## config.mk

```make
export PLATFORM = sky130hd
export DESIGN_NAME = ih_ring_producer
export DESIGN_NICKNAME = d
export VERILOG_FILES = /design/src/rtl/ih_pkg.sv /design/src/rtl/ih_size_mask.sv /design/src/rtl/ih_regs.sv /design/src/rtl/ih_writer.sv /design/src/rtl/ih_ring_producer.sv
export SDC_FILE = /design/constraint.sdc
export NUM_CORES = 1
export LEC_CHECK = 0
export ABC_AREA = 1
export CAP_MARGIN = 20
export CORE_UTILIZATION = 40
export CTS_CLUSTER_DIAMETER = 80
export CTS_CLUSTER_SIZE = 16
export DETAILED_ROUTE_END_ITERATION = 10
export DONT_BUFFER_PORTS = 1
export GPL_ROUTABILITY_DRIVEN = 0
export PLACE_DENSITY = 0.5
export SYNTH_ARGS = -nofsm -noshare
export SYNTH_HDL_FRONTEND = slang
export SYNTH_HIERARCHICAL = 1
export SYNTH_SLANG_ARGS = --single-unit
```

## constraint.sdc

```tcl
create_clock -name clk_i -period 3.7 [get_ports clk_i]
set_clock_uncertainty 0.15 [all_clocks]
set_input_delay 0.185 -clock clk_i [delete_from_list [all_inputs] [get_ports clk_i]]
set_output_delay 0.185 -clock clk_i [all_outputs]
set_load 0.005 [all_outputs]
```

## src/rtl/ih_pkg.sv

```systemverilog
package ih_pkg;
  localparam int WORD_W      = 32;
  localparam int ENTRY_WORDS = 8;
  localparam int ENTRY_W     = WORD_W * ENTRY_WORDS;
  localparam int ENTRY_BYTES = ENTRY_WORDS * 4;
  localparam int ADDR_W      = 48;
  localparam int MIN_LOG     = 3;

  typedef enum logic [2:0] {
    RI_BASE_LO = 3'd0,
    RI_BASE_HI = 3'd1,
    RI_CTRL    = 3'd2,
    RI_WPTR    = 3'd3,
    RI_RPTR    = 3'd4,
    RI_DB      = 3'd5,
    RI_WB_LO   = 3'd6,
    RI_WB_HI   = 3'd7
  } reg_idx_e;

  typedef struct packed {
    logic [4:0] size;
    logic       wb_en;
    logic       ovf_clr;
    logic       ovf_en;
    logic       irq_en;
    logic       ring_en;
  } ctrl_t;

  localparam int CTRL_W = $bits(ctrl_t);
  localparam int DB_EN_BIT = 16;
endpackage

```

## src/rtl/ih_size_mask.sv

```systemverilog
module ih_size_mask import ih_pkg::*; #(
  parameter  int MAX_LOG = 12,
  localparam int PTR_W   = MAX_LOG + 2
) (
  input  logic [4:0]       size_i,
  output logic [PTR_W-1:0] mask_o
);
  localparam int SPW = PTR_W + 1;
  logic [4:0]     sz;
  logic [SPW-1:0] span;

  always_comb begin
    if (size_i < 5'(MIN_LOG))      sz = 5'(MIN_LOG);
    else if (size_i > 5'(MAX_LOG)) sz = 5'(MAX_LOG);
    else                           sz = size_i;
    span   = (SPW'(1) << (sz + 5'd2)) - SPW'(1);
    mask_o = span[PTR_W-1:0];
  end
endmodule

```

## src/rtl/ih_regs.sv

```systemverilog
module ih_regs import ih_pkg::*; #(
  parameter  int MAX_LOG = 12,
  parameter  int DB_W    = 10,
  localparam int PTR_W   = MAX_LOG + 2
) (
  input  logic              clk_i,
  input  logic              rst_ni,
  input  logic              reg_we_i,
  input  logic [2:0]        reg_addr_i,
  input  logic [31:0]       reg_wdata_i,
  output logic [31:0]       reg_rdata_o,
  input  logic              db_valid_i,
  input  logic [DB_W-1:0]   db_offset_i,
  input  logic [31:0]       db_data_i,
  input  logic              commit_i,
  output ctrl_t             ctrl_o,
  output logic [PTR_W-1:0]  wptr_o,
  output logic [PTR_W-1:0]  rptr_o,
  output logic [ADDR_W-1:0] ring_base_o,
  output logic [ADDR_W-1:0] wb_addr_o,
  output logic [31:0]       wptr_word_o
);
  ctrl_t            ctrl_q;
  logic [31:0]      base_lo_q, wb_lo_q;
  logic [7:0]       base_hi_q;
  logic [15:0]      wb_hi_q;
  logic [PTR_W-1:0] wptr_q, rptr_q, mask, wptr_nxt;
  logic             ovf_q, db_en_q, db_hit, wr_wptr, wr_rptr;
  logic [DB_W-1:0]  db_off_q;
  logic [31:0]      db_word;

  localparam logic [PTR_W-1:0] ALIGN = ~PTR_W'(ENTRY_BYTES - 1);

  ih_size_mask #(.MAX_LOG(MAX_LOG)) u_mask (.size_i(ctrl_q.size), .mask_o(mask));

  assign wptr_nxt = (wptr_q + PTR_W'(ENTRY_BYTES)) & mask;
  assign wr_wptr  = reg_we_i && (reg_addr_i == RI_WPTR);
  assign wr_rptr  = reg_we_i && (reg_addr_i == RI_RPTR);
  assign db_hit   = db_valid_i && db_en_q && (db_offset_i == db_off_q);

  always_ff @(posedge clk_i or negedge rst_ni) begin
    if (!rst_ni) begin
      ctrl_q    <= '0;
      base_lo_q <= '0;
      base_hi_q <= '0;
      wb_lo_q   <= '0;
      wb_hi_q   <= '0;
      wptr_q    <= '0;
      rptr_q    <= '0;
      ovf_q     <= 1'b0;
      db_en_q   <= 1'b0;
      db_off_q  <= '0;
    end else begin
      if (reg_we_i) begin
        case (reg_addr_i)
          RI_BASE_LO: base_lo_q <= reg_wdata_i;
          RI_BASE_HI: base_hi_q <= reg_wdata_i[7:0];
          RI_CTRL:    ctrl_q    <= ctrl_t'(reg_wdata_i[CTRL_W-1:0]);
          RI_WPTR:    wptr_q    <= reg_wdata_i[PTR_W-1:0] & mask & ALIGN;
          RI_RPTR:    rptr_q    <= reg_wdata_i[PTR_W-1:0] & mask;
          RI_DB: begin
            db_en_q  <= reg_wdata_i[DB_EN_BIT];
            db_off_q <= reg_wdata_i[DB_W-1:0];
          end
          RI_WB_LO:   wb_lo_q   <= reg_wdata_i;
          RI_WB_HI:   wb_hi_q   <= reg_wdata_i[15:0];
          default: ;
        endcase
      end
      if (commit_i && !wr_wptr) wptr_q <= wptr_nxt;
      if (db_hit && !wr_rptr)   rptr_q <= db_data_i[PTR_W-1:0] & mask;
      // overflow compares against the read pointer held before this edge
      if (ctrl_q.ovf_clr) ovf_q <= 1'b0;
      else if (commit_i && ctrl_q.ovf_en && (wptr_nxt == rptr_q)) ovf_q <= 1'b1;
    end
  end

  always_comb begin
    wptr_word_o = '0;
    wptr_word_o[31] = ovf_q;
    wptr_word_o[PTR_W-1:0] = wptr_q;
    db_word = '0;
    db_word[DB_EN_BIT] = db_en_q;
    db_word[DB_W-1:0] = db_off_q;
    case (reg_addr_i)
      RI_BASE_LO: reg_rdata_o = base_lo_q;
      RI_BASE_HI: reg_rdata_o = {24'd0, base_hi_q};
      RI_CTRL:    reg_rdata_o = 32'(ctrl_q);
      RI_WPTR:    reg_rdata_o = wptr_word_o;
      RI_RPTR:    reg_rdata_o = 32'(rptr_q);
      RI_DB:      reg_rdata_o = db_word;
      RI_WB_LO:   reg_rdata_o = {wb_lo_q[31:2], 2'b00};
      RI_WB_HI:   reg_rdata_o = {16'd0, wb_hi_q};
      default:    reg_rdata_o = '0;
    endcase
  end

  assign ctrl_o      = ctrl_q;
  assign wptr_o      = wptr_q;
  assign rptr_o      = rptr_q;
  assign ring_base_o = {base_hi_q, base_lo_q, 8'h00};
  assign wb_addr_o   = {wb_hi_q, wb_lo_q[31:2], 2'b00};

  a_r2_wptr_step: assert property (@(posedge clk_i) disable iff (!rst_ni)
    commit_i && !wr_wptr |=> wptr_q == (($past(wptr_q) + PTR_W'(ENTRY_BYTES)) & $past(mask)));
  a_r4_flag_sticky: assert property (@(posedge clk_i) disable iff (!rst_ni)
    ovf_q && !ctrl_q.ovf_clr |=> ovf_q);
  a_r5_flag_clear: assert property (@(posedge clk_i) disable iff (!rst_ni)
    ctrl_q.ovf_clr |=> !ovf_q);
endmodule

```

## src/rtl/ih_writer.sv

```systemverilog
module ih_writer import ih_pkg::*; #(
  parameter  int PTR_W = 14,
  localparam int CNT_W = $clog2(ENTRY_WORDS)
) (
  input  logic               clk_i,
  input  logic               rst_ni,
  input  logic               ring_en_i,
  input  logic               wb_en_i,
  input  logic [ADDR_W-1:0]  ring_base_i,
  input  logic [PTR_W-1:0]   wptr_i,
  input  logic [ADDR_W-1:0]  wb_addr_i,
  input  logic [31:0]        wptr_word_i,
  input  logic               ev_valid_i,
  output logic               ev_ready_o,
  input  logic [ENTRY_W-1:0] ev_data_i,
  output logic               mem_req_o,
  output logic [ADDR_W-1:0]  mem_addr_o,
  output logic [WORD_W-1:0]  mem_data_o,
  input  logic               mem_ack_i,
  output logic               commit_o
);
  typedef enum logic [1:0] {ST_IDLE, ST_DATA, ST_WBACK} st_e;
  st_e              st_q;
  logic [CNT_W-1:0] idx_q;
  logic [WORD_W-1:0] buf_q [ENTRY_WORDS];
  logic             last_ack;

  assign ev_ready_o = ring_en_i && (st_q == ST_IDLE);
  assign mem_req_o  = (st_q != ST_IDLE);
  assign last_ack   = (st_q == ST_DATA) && mem_ack_i && (idx_q == CNT_W'(ENTRY_WORDS - 1));
  assign commit_o   = last_ack;

  always_comb begin
    if (st_q == ST_WBACK) begin
      mem_addr_o = wb_addr_i;
      mem_data_o = wptr_word_i;
    end else begin
      mem_addr_o = ring_base_i + ADDR_W'(wptr_i) + ADDR_W'({idx_q, 2'b00});
      mem_data_o = buf_q[idx_q];
    end
  end

  always_ff @(posedge clk_i or negedge rst_ni) begin
    if (!rst_ni) begin
      st_q  <= ST_IDLE;
      idx_q <= '0;
      for (int i = 0; i < ENTRY_WORDS; i++) buf_q[i] <= '0;
    end else begin
      case (st_q)
        ST_IDLE: if (ev_valid_i && ev_ready_o) begin
          for (int i = 0; i < ENTRY_WORDS; i++) buf_q[i] <= ev_data_i[i*WORD_W +: WORD_W];
          idx_q <= '0;
          st_q  <= ST_DATA;
        end
        ST_DATA: if (mem_ack_i) begin
          if (last_ack) begin
            idx_q <= '0;
            st_q  <= wb_en_i ? ST_WBACK : ST_IDLE;
          end else begin
            idx_q <= idx_q + CNT_W'(1);
          end
        end
        ST_WBACK: if (mem_ack_i) st_q <= ST_IDLE;
        default: st_q <= ST_IDLE;
      endcase
    end
  end

  a_r1_req_hold: assert property (@(posedge clk_i) disable iff (!rst_ni)
    mem_req_o && !mem_ack_i |=> mem_req_o && $stable(mem_addr_o) && $stable(mem_data_o));
endmodule

```

## src/rtl/ih_ring_producer.sv

```systemverilog
module ih_ring_producer import ih_pkg::*; #(
  parameter  int MAX_LOG = 12,
  parameter  int DB_W    = 10,
  localparam int PTR_W   = MAX_LOG + 2
) (
  input  logic              clk_i,
  input  logic              rst_ni,
  input  logic              reg_we_i,
  input  logic [2:0]        reg_addr_i,
  input  logic [31:0]       reg_wdata_i,
  output logic [31:0]       reg_rdata_o,
  input  logic              db_valid_i,
  input  logic [DB_W-1:0]   db_offset_i,
  input  logic [31:0]       db_data_i,
  input  logic              ev_valid_i,
  output logic              ev_ready_o,
  input  logic [255:0]      ev_data_i,
  output logic              mem_req_o,
  output logic [47:0]       mem_addr_o,
  output logic [31:0]       mem_data_o,
  input  logic              mem_ack_i,
  output logic              irq_o
);
  ctrl_t             ctrl;
  logic [PTR_W-1:0]  wptr, rptr;
  logic [ADDR_W-1:0] ring_base, wb_addr;
  logic [31:0]       wptr_word;
  logic              commit;

  ih_regs #(.MAX_LOG(MAX_LOG), .DB_W(DB_W)) u_regs (
    .clk_i, .rst_ni, .reg_we_i, .reg_addr_i, .reg_wdata_i, .reg_rdata_o,
    .db_valid_i, .db_offset_i, .db_data_i,
    .commit_i(commit), .ctrl_o(ctrl), .wptr_o(wptr), .rptr_o(rptr),
    .ring_base_o(ring_base), .wb_addr_o(wb_addr), .wptr_word_o(wptr_word)
  );

  ih_writer #(.PTR_W(PTR_W)) u_writer (
    .clk_i, .rst_ni, .ring_en_i(ctrl.ring_en), .wb_en_i(ctrl.wb_en),
    .ring_base_i(ring_base), .wptr_i(wptr), .wb_addr_i(wb_addr), .wptr_word_i(wptr_word),
    .ev_valid_i, .ev_ready_o, .ev_data_i,
    .mem_req_o, .mem_addr_o, .mem_data_o, .mem_ack_i, .commit_o(commit)
  );

  assign irq_o = ctrl.ring_en && ctrl.irq_en && (wptr != rptr);

  a_r7_busy_after_accept: assert property (@(posedge clk_i) disable iff (!rst_ni)
    ev_valid_i && ev_ready_o |=> !ev_ready_o && mem_req_o);
endmodule

```

# Word level (Yosys, flattened, before mapping)
# Index checks and enable logic that the tools add are counted.
# totals
ff_bits	399
out_inout_bits	115
word_cells	118
# classes
addsub	6
magnitude_cmp	3
eq_ne	17
n_shift	1
mux	26
bitwise	4
n_reduce_logical	36
# op_table
cell	n
$pmux 32 s8	1
$bmux 32 s3	1
$mux 32	3
$mux 14	6
$add 48x14->48	1
$add 48x5->48	1
$mux 48	1
$and 14x14->14	3
$reduce_and 2->1	9
$eq 3x3->1 const B	5
$add 14x6->14 const B	1
$eq 14x14->1	1
$logic_and 1x1->1	14
$ne 14x14->1	1
$reduce_bool 2->1	7
$shl 1x5->14 const A	1
$sub 14x2->14 const B	1
$eq 10x10->1	1
$mux 2	5
$mux 5	2
$mux 3	3
$ne 2x2->1 const B	4
$eq 3x2->1 const B	2
$pmux 2 s3	1
16 further kinds	18

# Longest topological paths before layout
# depth
word_depth	11
ltp_mapped	24
depth_no_buf	23

# Hierarchy
# Netlist, hierarchy kept.
# by_module_without_submodules
module	instances	cells_each	area_each_um2	seq_area_each_um2
ih_writer	1	1636	15927.8	6531.3
ih_regs	1	873	7065.5	3403.3
ih_size_mask	1	79	541.8	0.0
ih_ring_producer	1	76	296.5	0.0

# Worst setup path after synthesis
# Ideal clock, no wire load.
# synth_timing
path_type	reg-to-reg
from	register u_regs.ctrl_q (netlist bit u_regs/ctrl_o[6])
to	register u_regs.ovf_q
setup_ps	77
t_arrival_ps	2868
slack_ps	605
path_stages_with_launch	22
n_path_buf	0
synth_period_minus_slack_ps	3095
path_cell_list	dfrtp_1 > inv_1 > nand2_1 > nand2_2 > nand3_4 > nand2_4 > ha_1 > xor2_4 > nand3_1 > ha_1 > nand3_2 > xor2_1 > nand2_1 > nand2_1 > nand2_1 > nor2_1 > nand2_1 > nor2_1 > nand3_1 > nor2_1 > nand2_1 > a21oi_1
# synth_via
elab_chain_cells	10
# synth_rtl
element	line	source
start: declaration	ih_regs.sv:23	ctrl_t ctrl_q;
start signal: assignment	ih_regs.sv:58	RI_CTRL: ctrl_q <= ctrl_t'(reg_wdata_i[CTRL_W-1:0]);
$gt 5x4->1	ih_size_mask.sv:14	else if (size_i > 5'(MAX_LOG)) sz = 5'(MAX_LOG);
$mux 5	ih_size_mask.sv:14	
$mux 5 *	ih_size_mask.sv:13	if (size_i < 5'(MIN_LOG)) sz = 5'(MIN_LOG);
$add 5x2->5 *	ih_size_mask.sv:16	span = (SPW'(1) << (sz + 5'd2)) - SPW'(1);
$shl 1x5->14 *	ih_size_mask.sv:16	
$sub 14x2->14 *	ih_size_mask.sv:16	
named net u_regs.mask[0]	ih_regs.sv:27	logic [PTR_W-1:0] wptr_q, rptr_q, mask, wptr_nxt;
$and 14x14->14 *	ih_regs.sv:36	assign wptr_nxt = (wptr_q + PTR_W'(ENTRY_BYTES)) & mask;
$eq 14x14->1 *	ih_regs.sv:74	else if (commit_i && ctrl_q.ovf_en && (wptr_nxt == rptr_q)) ovf_q <= 1'b1;
$logic_and 1x1->1 *	ih_regs.sv:74	
$reduce_bool 2->1 (no line) *	--	
end signal: assignment	ih_regs.sv:50	ovf_q <= 1'b0;
end signal: assignment	ih_regs.sv:73	if (ctrl_q.ovf_clr) ovf_q <= 1'b0;
end signal: assignment	ih_regs.sv:74	
end: declaration	ih_regs.sv:28	logic ovf_q, db_en_q, db_hit, wr_wptr, wr_rptr;
# Mark *: on every way through the listed nets, which the timed path passes. The rest lies on a longest branch.
# A chain may end at the register's enable or synchronous reset.

# Worst setup path after layout
# layout_timing
from	register u_regs.wptr_q[4] (netlist: u_regs/wptr_o[4])
to	output port mem_addr_o[17]
# layout_via
elab_chain_cells	3
# layout_rtl
element	line	source
start: declaration	ih_regs.sv:27	
start signal: assignment	ih_regs.sv:59	RI_WPTR: wptr_q <= reg_wdata_i[PTR_W-1:0] & mask & ALIGN;
start signal: assignment	ih_regs.sv:70	if (commit_i && !wr_wptr) wptr_q <= wptr_nxt;
$add 48x14->48	ih_writer.sv:38	mem_addr_o = ring_base_i + ADDR_W'(wptr_i) + ADDR_W'({idx_q, 2'b00});
$add 48x5->48	ih_writer.sv:38	
$mux 48	ih_writer.sv:34	if (st_q == ST_WBACK) begin
end: declaration	ih_ring_producer.sv:19	output logic [47:0] mem_addr_o,
# No other way between the ends.

==> impl_results.md <==
- Status: finished with violations
- Failing checks: negative hold slack
- Largest family of logic cells by synthesized area: simple AND/OR/NAND/NOR gates
- TNS Setup: 0 ns
- Largest net degree at the start of global routing: 398
- PnR Total Power: 19.4 mW
- Pwr Density: 680 nW/um^2
- Synth Register Bits: 397
- Global route overflow: 0
- Post-place setup slack: 0.302 ns
- Worst path slowest cell: fa_1
- Met3 WL: 5480 microns
- Wire length on met2: 39900 microns
- Cells after Synth: 2664
- Crit path top cell by count: nand2_1
- Post-placement cell area: 24300 sq um
- Shortest period the worst path allows: 3.51 ns
- Synth-to-Final Area Change: 19.8%
- Sequential share of the synthesized area: 41.7%
- Area share of the largest cell type after synthesis: 41.7%
- Worst path required time: 3.37 ns
- Max clock buf depth: 3
- Critical path fanouts, max: 5
- Nets@finish: 3299
- Final Setup Violations: 0
- M1 WL: 34700 microns
- Std-Cell Rows: 89
- Maximum vdd ir drop: 457 uV
- Fmax: 285 MHz
- Sink Count: 397
- Placed instance count: 3340
- CTS tree: done
- Psw: 7.59 mW
- Share of post-route cells with drive strength above 1: 13.3%
- Max incr delay on CP: 0.47 ns
- DR WL/cell: 22.2 microns
- Die X: 246 microns
- DR pass1 iterations: 6
- Root cell of the clock tree: clkbuf_16
- Critical Path AT: 3.18 ns
- Final period util: 94.9%
- Area fraction in and, or, nand and nor cells after synthesis: 19.4%
- Comb power frac: 44.0%
- Dpl hpwl: 57800 microns
- First-pass GRT wire length: 123000 microns
- Critical path, cell by cell: fa_1 > ha_1 > nand2_1 > nand3_1 > nand2_1 > nand2_1 > nand2_1 > nand2_1 > xnor2_1 > o21ai_1 > buf_4
- Cell Count, Final, Fillers Out: 3717
- Final ANT Viol Nets: 0
- Post-route cell area: 28600 sq um
- DRC errors left: 0
- Clock power share: 18.2%
- Async S/R FF share, synth: 100%
- Hold WS: -0.831 ns
- Fillers: 5577
- Mux cell area share after synthesis: 17.6%
- Synth top area cells: dfrtp_1, mux2_4, nand2_1, o21ai_0, inv_1
- Part of the power in registers: 37.8%
- Avg Cell Area, Syn: 8.95 sq um
- Initial antenna violation count: 4
- Setup crit start kind: flop
- Worst slew pin tran: 1.14 ns
- Class of the worst hold path: in2async
- RSZ-0062 raised after global routing: no
- Post-Synth XOR/XNOR Area: 0.987%
- Cell Int Power: 11.8 mW
- Primary FF master, synth: dfrtp_1
- DRT iter0 DRCs: 1660
- WL final: 82600 microns
- Highest metal used: met5
- Rel. slew slack: 23.9%
- Crit end category: primary output
- Initial core utilization: 40.5%
- Count of final hold-check violations: 397
- Slew Viols, Final: 0
- Top-count cell post-synth: nand2_1
- Commonest cells in the synthesized netlist: nand2_1, dfrtp_1, inv_1
- Num CTS Buffers: 34
- Area of the multi-input gates: 12100 sq um
- Post-route setup slack: 0.189 ns
- Clk Latency, worst-skew pair: 0.56 ns
- Via Count: 20000
- Mapped Area: 23800 sq um
- Leak: 13.8 nW
- Core ar.: 58900 sq um
- Post-synth EDFFs: 0
- Synthesized-area fraction occupied by adder cells: 1.91%
- Die Span Y: 246 microns
- H-tree Lvls: 2
- Vias in the first global route: 20000
- I/O pin count: 454
- Max-cap violations: 0
- Synth cell types: 61
- Crit path kind: reg2out
- Fin util: 48.5%
- Routed vias/inst: 5.39
- Yosys Warn Count: 6
- Sw Ratio: 39.0%
- Compound-gate portion of the synthesized area: 10.2%
- Total GRT Usage: 26.7%
- Top cell type by total area after synthesis: dfrtp_1
- DIE AREA: 60600 sq um
- CTS clock-pin slew for the worst setup and hold paths: 0.07 ns
- Reg area: 9950 sq um
- Port Buffers: 0
layer usage:
metal / track usage, % / vias up
li1: - / 9399
met1: 34.4 / 9822
met2: 45.1 / 703
met3: 4.95 / 117
met4: 8.29 / 2
met5: 0 / -
cells in the final DEF (no fill, tap or decap), types with 11 or more instances in the layout:
cell,Yosys,final
nand2_1,681,679
dfrtp_1,397,390
dlygate4sd3_1,0,320
inv_1,239,238
o21ai_0,195,194
mux2_4,176,176
nor2_1,168,168
nand3_1,155,155
mux2i_1,64,64
o221ai_1,64,64
mux2_2,60,60
buf_4,46,38
clkbuf_16,0,35
nand4_1,32,32
ha_1,30,29
conb_1,1,27
a21oi_1,25,24
mux2_1,20,20
xnor2_1,17,17
o22ai_1,17,17
a221oi_1,16,16
a22o_1,15,15
o211ai_1,15,15
inv_2,11,11
logic make-up (layout without fill, tap and decap cells):
logic type / count (synthesis) / count (layout)
simple gates: 1092 / 1092
buf+inv: 418 / 666
flops: 397 / 397
compound gates: 379 / 379
mux: 320 / 320
fa+ha+maj: 34 / 34
xor+xnor: 23 / 23
other cells: 1 / 33
power groups by stage:
stage / Clock, mW / Sequential [mW] / Combinational (mW)
finish: 3.53 / 7.35 / 8.56
detailed placement: 0 / 7.39 / 8.13
global placement: 0 / 7.32 / 8.04
CTS: 3.67 / 7.31 / 8.53
global route: 3.82 / 7.55 / 9.31
floorplan: 0 / 6.95 / 6.19
sequential cells by signal (all words and copies together), names as in the netlist:
name,cells
u_regs/wptr_o,14
u_writer/st_q,2
u_writer/idx_q,3
u_regs/wb_hi_q,16
u_regs/rptr_o,14
u_regs/db_off_q,10
u_writer/buf_q,256
u_regs/base_lo_q,32
u_regs/db_en_q,1
u_regs/ovf_q,1
u_regs/base_hi_q,8
u_regs/ctrl_o,10
u_regs/wb_lo_q,30
cell type report:
cell class / count / share of cell area (%)
Inverter: 255 / 3.37
Tap cell: 773 / 3.39
Clock inverter: 9 / 0.377
Timing Repair Buffer: 363 / 12.6
Clock buffer: 39 / 3.15
Antenna cell: 6 / 0.0526
Sequential cell: 397 / 34.8
Multi-Input combinational cell: 1875 / 42.3
timing repair:
action	4_1_cts	5_1_grt
setup buffers	0	2
resized for setup	0	8
hold endpoints to repair	792	410
hold buffers	319	1
endpoints found under the setup margin	0	11
worst max-delay path: cells and delay by family (launching register included):
kind	cells	cell delay, ns
AND/OR/NAND/NOR	6	0.84
adder cells (fa/ha/maj)	2	0.85
XOR/XNOR	1	0.19
buffers and inverters	1	0.14
flip-flops	1	0.41
AO/OA/AOI/OAI	1	0.19
path summary, 6_finish.rpt:
| check | from | slack, ns | to | cells past startpoint |
|---|---|---|---|---|
| min in group clk_i | reg_addr_i[1] | 0.05 | u_regs/wptr_o[1] | 5 |
| hold / removal | rst_ni | -0.83 | u_writer/buf_q[87] | 0 |
| max in group asynchronous | rst_ni | 3.20 | u_writer/idx_q[0] | 0 |
| setup / recovery | u_regs/wptr_o[4] | 0.19 | mem_addr_o[17] | 11 |
| hold reg to reg | u_regs/ctrl_o[3] | 0.32 | u_regs/ovf_q | 1 |
| setup reg to reg | u_regs/ctrl_o[9] | 0.21 | u_regs/rptr_o[4] | 14 |
(Power assumes the default switching activity.)
